### config.mk
export PLATFORM = sky130hd
export DESIGN_NAME = pktbus_ingress
export DESIGN_NICKNAME = d
export VERILOG_FILES = /design/src/rtl/pkb_pkg.sv /design/src/rtl/pkb_port_sel.sv /design/src/rtl/pkb_frame_track.sv /design/src/rtl/pkb_par_check.sv /design/src/rtl/pkb_out_fmt.sv /design/src/rtl/pktbus_ingress.sv
export SDC_FILE = /design/constraint.sdc
export NUM_CORES = 1
export LEC_CHECK = 0
export BUFFER_PORTS_ARGS = -buffer_cell sky130_fd_sc_hd__buf_4
export CAP_MARGIN = 20
export CELL_PAD_IN_SITES_DETAIL_PLACEMENT = 1
export CELL_PAD_IN_SITES_GLOBAL_PLACEMENT = 1
export CORE_ASPECT_RATIO = 0.6
export CORE_UTILIZATION = 38
export CTS_BUF_LIST = sky130_fd_sc_hd__clkbuf_8
export DETAILED_ROUTE_END_ITERATION = 8
export GPL_ROUTABILITY_DRIVEN = 1
export PLACE_DENSITY_LB_ADDON = 0.12
export SYNTH_ARGS = -nofsm -noshare
export SYNTH_HDL_FRONTEND = slang
export SYNTH_SLANG_ARGS = --single-unit
### constraint.sdc
create_clock -name clk -period 2.3 [get_ports clk]
set_input_delay 0.345 -clock clk [delete_from_list [all_inputs] [get_ports clk]]
set_output_delay 0.345 -clock clk [all_outputs]
set_load 0.01 [all_outputs]
### src/rtl/pkb_pkg.sv
package pkb_pkg;
  localparam int DATA_W = 32;
  localparam int PORTS  = 4;
  localparam int BYTES  = DATA_W / 8;
  localparam int PORT_W = $clog2(PORTS);
  localparam int MOD_W  = $clog2(BYTES);
  localparam int CNT_W  = $clog2(BYTES + 1);
endpackage

### src/rtl/pkb_port_sel.sv
module pkb_port_sel
  import pkb_pkg::*;
(
  input  logic              clk,
  input  logic              rst_n,
  input  logic              sel,
  input  logic [PORT_W-1:0] addr,
  output logic [PORT_W-1:0] port_q
);
  logic [PORT_W-1:0] port_d;

  always_comb begin
    port_d = port_q;
    if (sel) port_d = addr;
  end

  always_ff @(posedge clk or negedge rst_n) begin
    if (!rst_n) port_q <= '0;
    else        port_q <= port_d;
  end
endmodule

### src/rtl/pkb_frame_track.sv
module pkb_frame_track
  import pkb_pkg::*;
(
  input  logic              clk,
  input  logic              rst_n,
  input  logic              xfer,
  input  logic              sop,
  input  logic              eop,
  input  logic [PORT_W-1:0] port,
  output logic              accept,
  output logic              drop
);
  logic [PORTS-1:0] open_q;
  logic [PORTS-1:0] open_d;

  always_comb begin
    accept = xfer & (sop | open_q[port]);
    drop   = xfer & ~sop & ~open_q[port];
  end

  for (genvar p = 0; p < PORTS; p++) begin : g_port
    always_comb begin
      open_d[p] = open_q[p];
      if (accept && (port == PORT_W'(p))) open_d[p] = ~eop;
    end

    always_ff @(posedge clk or negedge rst_n) begin
      if (!rst_n) open_q[p] <= 1'b0;
      else        open_q[p] <= open_d[p];
    end
  end
endmodule

### src/rtl/pkb_par_check.sv
module pkb_par_check
  import pkb_pkg::*;
(
  input  logic              clk,
  input  logic              rst_n,
  input  logic              chk_en,
  input  logic [DATA_W-1:0] dat,
  input  logic              par,
  input  logic [PORT_W-1:0] port,
  output logic [PORTS-1:0]  err_q
);
  logic             bad;
  logic [PORTS-1:0] err_d;

  always_comb bad = chk_en & ~(^{dat, par});

  for (genvar p = 0; p < PORTS; p++) begin : g_port
    always_comb err_d[p] = err_q[p] | (bad & (port == PORT_W'(p)));

    always_ff @(posedge clk or negedge rst_n) begin
      if (!rst_n) err_q[p] <= 1'b0;
      else        err_q[p] <= err_d[p];
    end
  end
endmodule

### src/rtl/pkb_out_fmt.sv
module pkb_out_fmt
  import pkb_pkg::*;
(
  input  logic              clk,
  input  logic              rst_n,
  input  logic              accept,
  input  logic              drop,
  input  logic [PORT_W-1:0] port,
  input  logic              sop,
  input  logic              eop,
  input  logic [MOD_W-1:0]  md,
  input  logic              err,
  input  logic [DATA_W-1:0] dat,
  output logic              vld_q,
  output logic [PORT_W-1:0] port_q,
  output logic              sop_q,
  output logic              eop_q,
  output logic [CNT_W-1:0]  cnt_q,
  output logic              err_q,
  output logic [DATA_W-1:0] dat_q,
  output logic              proto_q
);
  logic [CNT_W-1:0]  cnt_d;
  logic [DATA_W-1:0] dat_d;
  logic [PORT_W-1:0] port_d;
  logic              sop_d, eop_d, err_d;

  always_comb begin
    cnt_d = eop ? (CNT_W'(BYTES) - CNT_W'(md)) : CNT_W'(BYTES);
  end

  // lane k counts from the most significant byte
  for (genvar k = 0; k < BYTES; k++) begin : g_lane
    localparam int HI = DATA_W - 1 - 8 * k;
    always_comb dat_d[HI -: 8] = (CNT_W'(k) < cnt_d) ? dat[HI -: 8] : 8'h00;
  end

  always_comb begin
    port_d = accept ? port : '0;
    sop_d  = accept & sop;
    eop_d  = accept & eop;
    err_d  = accept & eop & err;
  end

  always_ff @(posedge clk or negedge rst_n) begin
    if (!rst_n) begin
      vld_q   <= 1'b0;
      port_q  <= '0;
      sop_q   <= 1'b0;
      eop_q   <= 1'b0;
      cnt_q   <= '0;
      err_q   <= 1'b0;
      proto_q <= 1'b0;
    end else begin
      vld_q   <= accept;
      port_q  <= port_d;
      sop_q   <= sop_d;
      eop_q   <= eop_d;
      cnt_q   <= accept ? cnt_d : '0;
      err_q   <= err_d;
      proto_q <= drop;
    end
  end

  always_ff @(posedge clk or negedge rst_n) begin
    if (!rst_n)      dat_q <= '0;
    else if (accept) dat_q <= dat_d;
  end
endmodule

### src/rtl/pktbus_ingress.sv
module pktbus_ingress
  import pkb_pkg::*;
(
  input  logic              clk,
  input  logic              rst_n,
  input  logic              sel_i,
  input  logic              en_n_i,
  input  logic              sop_i,
  input  logic              eop_i,
  input  logic [MOD_W-1:0]  mod_i,
  input  logic              err_i,
  input  logic              par_i,
  input  logic [DATA_W-1:0] dat_i,
  output logic              out_vld_o,
  output logic [PORT_W-1:0] out_port_o,
  output logic              out_sop_o,
  output logic              out_eop_o,
  output logic [CNT_W-1:0]  out_cnt_o,
  output logic              out_err_o,
  output logic [DATA_W-1:0] out_dat_o,
  output logic              proto_err_o,
  output logic [PORTS-1:0]  par_err_o
);
  logic [1:0]        rst_pipe;
  logic              rst_int_n;
  logic [PORT_W-1:0] cur_port;
  logic [PORT_W-1:0] chk_port;
  logic              xfer, chk_en, accept, drop;

  always_ff @(posedge clk or negedge rst_n) begin
    if (!rst_n) rst_pipe <= 2'b00;
    else        rst_pipe <= {rst_pipe[0], 1'b1};
  end
  always_comb rst_int_n = rst_pipe[1];

  always_comb begin
    xfer     = ~sel_i & ~en_n_i;
    chk_en   = sel_i | ~en_n_i;
    chk_port = sel_i ? dat_i[PORT_W-1:0] : cur_port;
  end

  pkb_port_sel i_sel (
    .clk(clk), .rst_n(rst_int_n), .sel(sel_i),
    .addr(dat_i[PORT_W-1:0]), .port_q(cur_port)
  );

  pkb_frame_track i_trk (
    .clk(clk), .rst_n(rst_int_n), .xfer(xfer), .sop(sop_i), .eop(eop_i),
    .port(cur_port), .accept(accept), .drop(drop)
  );

  pkb_par_check i_par (
    .clk(clk), .rst_n(rst_int_n), .chk_en(chk_en), .dat(dat_i), .par(par_i),
    .port(chk_port), .err_q(par_err_o)
  );

  pkb_out_fmt i_fmt (
    .clk(clk), .rst_n(rst_int_n), .accept(accept), .drop(drop),
    .port(cur_port), .sop(sop_i), .eop(eop_i), .md(mod_i), .err(err_i),
    .dat(dat_i), .vld_q(out_vld_o), .port_q(out_port_o), .sop_q(out_sop_o),
    .eop_q(out_eop_o), .cnt_q(out_cnt_o), .err_q(out_err_o),
    .dat_q(out_dat_o), .proto_q(proto_err_o)
  );
endmodule

[Word-level counts from Yosys, hierarchy flattened]
Index checks and enable logic that the tools add are counted.
Storage, ports and cells
  output and inout bits: 46
  logic and storage cells: 71
  bits in registers: 54
  input port bits: 42
Operators by class
  mux-type cells: 10
  $lt $le $gt $ge: 5
  reductions and logical operators: 7
  add/sub/neg operators: 1
  bitwise gates (word level): 24
  equal/unequal tests: 6
Operators by type and width (number)
  parity 33 bit: 1
  two-way mux 8 bit: 4
  bitwise AND 1 bit: 12
  equality test 2 bit (second input constant): 4
  < comparator 1 x 3 -> 1 bit (first input constant): 2
  < comparator 2 x 3 -> 1 bit (first input constant): 2
  two-way mux 3 bit: 2
  NOT 1 bit: 6
  OR 1 bit: 6
  equality test 2 x 1 -> 1 bit (second input constant): 2
  logical AND 1 bit: 4
  logical NOT 2 bit: 2
  two-way mux 2 bit: 2
  < comparator 2 x 3 -> 1 bit (second input constant): 1
  subtractor 3 x 2 -> 3 bit (first input constant): 1
  binary-select mux 1 bit (select 2 bit): 1
  two-way mux 1 bit: 1

[Logic depth before layout (Yosys ltp)]
  depth after elaboration: 6
  gate-level depth with buffers: 8

[By module]
Synthesis repeated with hierarchy kept, for this count alone.
Unflattened totals
  cell total of the unflattened synthesis: 176
  area total of the unflattened synthesis: 2366.0 um^2
By module, submodules not included
  pkb_out_fmt: cells an instance 95, area an instance 1496.4 um^2, times used 1, seq. area each 1051.0 um^2
  pkb_par_check: cells an instance 44, area an instance 450.4 um^2, times used 1, seq. area each 100.1 um^2
  pkb_frame_track: cells an instance 26, area an instance 260.2 um^2, times used 1, seq. area each 100.1 um^2
  pktbus_ingress: cells an instance 7, area an instance 86.3 um^2, times used 1, seq. area each 50.0 um^2
  pkb_port_sel: cells an instance 4, area an instance 72.6 um^2, times used 1, seq. area each 50.0 um^2

[Worst setup path before layout]
OpenSTA, ideal clock, no wires.
  kind: register to register
  from: reg i_sel.port_q[0]
  to: reg i_fmt.dat_q[2]
  cell stages (with the launch flop): 9
  path slack: 0.514 ns
  buffers on the path: 2
  arrival time: 1.669 ns
  library setup time: 0.117 ns
  period minus slack after synthesis: 1.786 ns
  cell sequence: dfrtp_1 -> mux4_2 -> or2_4 -> nand2_4 -> inv_2 -> buf_6 -> buf_6 -> nand3_1 -> nand2_1
Between the ends
  cells in the longest elaborated chain, start to end: 4
RTL lines
  start: declaration: RTL line pkb_port_sel.sv:8  | output logic [PORT_W-1:0] port_q
  start signal: assignment: RTL line pkb_port_sel.sv:19  | else port_q <= port_d;
  binary-select mux 1 bit (select 2 bit): RTL line pkb_frame_track.sv:17  | accept = xfer & (sop | open_q[port]);
  two-way mux 1 bit (implied by the code): RTL line pkb_frame_track.sv:17
  OR 1 bit: RTL line pkb_frame_track.sv:17
  bitwise AND 1 bit: RTL line pkb_frame_track.sv:17
  end signal: assignment: RTL line pkb_out_fmt.sv:67  | else if (accept) dat_q <= dat_d;
  end: declaration: RTL line pkb_out_fmt.sv:20  | output logic [DATA_W-1:0] dat_q,
Every way passes these cells. The select of a mux whose other input is x is not followed.
A chain may end at the register's enable or synchronous reset.

[Worst setup path in the final report]
  from: reg i_sel.port_q[0]
  to: reg i_trk.open_q[2]
Between the ends
  cells in the longest elaborated chain, start to end: 5
  elaborated cells between the ends (all ways): 6
  those cells by class: eq/ne: 1; mux: 2; bitwise: 2; reduce/logical: 1
RTL lines
  binary-select mux 1 bit (select 2 bit): RTL line pkb_frame_track.sv:17
  two-way mux 1 bit (implied by the code): RTL line pkb_frame_track.sv:17
  OR 1 bit: RTL line pkb_frame_track.sv:17
  bitwise AND 1 bit: RTL line pkb_frame_track.sv:17
  logical AND 1 bit *: RTL line pkb_frame_track.sv:24  | if (accept && (port == PORT_W'(p))) open_d[p] = ~eop;
  end signal: indexed assignment: RTL line pkb_frame_track.sv:29  | else open_q[p] <= open_d[p];
  end: declaration: RTL line pkb_frame_track.sv:13  | logic [PORTS-1:0] open_q;
Every way passes the cells marked *; elsewhere a longest branch is shown, timed or not. The select of a mux whose other input is x is not followed.

==> run metrics <==
Tot Pwr=0.00294 W; # diodes=0; Max Cap Viol=0; top-count cell post-synth=nand2_1; routed wire length=6390 um; Fin Hold WS=0.215 ns; die height=63.7 um; CTS tree=done; Synth top cells by count=nand2_1 (68), dfrtp_1 (54), nand3_1 (34); Die X=105 um; Starting Density=0.394; site row count=22; Reg clk slew, reported paths=0.09 ns; DR pass1 iterations=4; clock latency at the later pin of the worst-skew pair=0.30 ns; Root Driver=clkbuf_8; slew margin rel.=0.562; Die ar.=6670 um^2; GP Congestion=0.718; CTS Buf Count=5; Final HPWL DP=4820 um; Final Max Slew Viols=0; Top FF cell, synth=dfrtp_1; vias per inst=4.77; Worst path slowest cell=mux4_2; Area Overhead vs Synth=35.6%; Finished Cell Area=3270 um^2; Yosys top cell area share=0.561; Worst Path Class, Setup=register to register; share of cells above drive strength 1=0.330; CTS sink count=54; cells after synthesis=237; RR Startpoint=i_sel.port_q[0]; IO Port Bufs=87; Avg Cell Area, Syn=10.2 um^2; Final Hold Vio Count=0; Post-CTS Resized=0; Total Nets Final=369; Worst-Margin Slew=0.656 ns; LEAKAGE=1.70 nW; CP Buf/Inv Count=1; #FFs+latches synth=54; setup_tns=0 ns; antenna-violating nets left=0; Tot GR Track Use=0.210; syn nets=280; Ys Warns=0; min-delay src=en_n_i; EDFF count, synth=0; initial antenna violation count=0; vias in the first global route=2,005; Placed Instances=402; Critical Path Start Type=register; outcome=complete, no violations; DRT iter0 DRCs=76; FMAX=479 MHz; CP max stage delay=0.53 ns; non-filler cells, final=411; CP Capture Type=register; Netlist Area Pre-Place=2410 um^2; cells along the critical path=mux4_2, or2_4, nand2_4, inv_2, nand2_1, o21ai_1, o31ai_1; IO Pins=88; Final period util=0.907; Distinct cells, synth=32; largest net degree at the start of global routing=39; wire per inst=15.5 um; register area share after synthesis=0.561; Overflow after GRT=0; peak supply drop=0.357 mV; Async S/R FF share, synth=1.00; Longest Clk Path Bufs=2; Pwr Density=901 nW/um^2; hold crit path type=input port to register; largest area contributor in the netlist=dfrtp_1; DR DRC count=0; Area contributors post-synth=dfrtp_1 (56%), nand2_1 (11%), xnor2_1 (8.7%); fin crit period=2.09 ns; first-pass GRT wire length=10,700 um; crit path DAT=2.30 ns; core area=6110 um^2; Final setup violation count=0; CP required=2.51 ns; Crit. Startpoint=i_sel.port_q[0]; Placed Area=3150 um^2; htree depth=2; Max Fanout on Critical Path=38; total vias in the final route=1,962; setup repair after global routing missed its margin=false; Worst path top cell family by delay=simple AND/OR/NAND/NOR gates; clk_skew=0.00308 ns
[worst reg2reg max path, cell delays in order, from the launching register on]
cell and delay [ns]:
dfrtp_1 0.50, mux4_2 0.53, or2_4 0.26, nand2_4 0.08, inv_2 0.25, nand2_1 0.22, o21ai_1 0.07, o31ai_1 0.07
[cells in the final DEF, fill, tap and decap left out, types with 3 or more instances in the layout]
cell,Yosys,layout
buf_4,0,90
nand2_1,68,68
dfrtp_1,54,53
nand3_1,34,34
xnor2_1,24,24
inv_1,5,6
xor2_1,5,5
clkbuf_8,0,5
o21bai_1,4,4
nor2_1,3,3
and3_1,3,3
nor3_1,3,3
mux2_2,3,3
[registers in the layout, summed over array words and instances, names as in the netlist]
| name | count |
|---|---|
| i_fmt.cnt_q | 3 |
| rst_pipe | 2 |
| i_trk.open_q | 4 |
| i_fmt.err_q | 1 |
| i_fmt.dat_q | 32 |
| i_fmt.proto_q | 1 |
| i_fmt.vld_q | 1 |
| i_par.err_q | 4 |
| i_fmt.port_q | 2 |
| i_fmt.eop_q | 1 |
| i_fmt.sop_q | 1 |
| i_sel.port_q | 2 |
[path summary, 6_finish.rpt]
| path | endpoint | slack, ns | depth (start not counted) |
|---|---|---|---|
| worst max-delay path | i_trk.open_q[2] | 0.21 | 7 |
| worst min-delay path | i_fmt.proto_q | 0.21 | 2 |
| worst max register to register | i_trk.open_q[2] | 0.21 | 7 |
| worst min register to register | i_fmt.dat_q[26] | 0.28 | 0 |
| max in group asynchronous | i_trk.open_q[1] | 1.46 | 1 |
| min in group asynchronous | i_fmt.dat_q[26] | 0.28 | 0 |
[per-layer routing]
metal  part of all wire  wire length (um)  global-route usage  vias to the layer above
met4             0.0072                46              0.0493                        0
met5                  0                 0                   0                        -
met3              0.059               379              0.0507                        5
met2               0.43              2740               0.317                       61
li1                   -                 -                   -                      942
met1               0.50              3220               0.303                      954
[final cells by class]
type	instances	area, um^2
fill	728	2850
clock buffer	5	68.8
multi-input combinational	167	970
sequential	54	1350
inverter	6	22.5
clock inverter	3	41.3
tap	84	105
timing repair buffer	92	706
[timing repair]
action,in CTS,in global routing
hold buffers,1,0
setup buffers,0,0
endpoints found under the hold margin,2,0
[cells by family after synthesis]
logic type | count (synthesis) | share of synthesized area
other cells | 1 | 0.00156
compound gates | 10 | 0.0280
mux | 4 | 0.0234
fa+ha+maj | 1 | 0.00519
buf+inv | 16 | 0.0364
simple gates | 120 | 0.223
flops | 54 | 0.561
xor+xnor | 31 | 0.122
[where the power goes]
part           switching, W  internal, W
Combinational      0.000489     0.000512
Clock              0.000309     0.000321
Sequential         0.000147      0.00116
[through the flow]
step	utilization	worst slack, ns
floorplan	-	0.514
global placement	0.515	0.296
detailed placement	0.515	0.221
CTS	0.534	0.206
global route	0.534	0.0434
finish	0.534	0.214
Power figures use the tool's default switching activity.
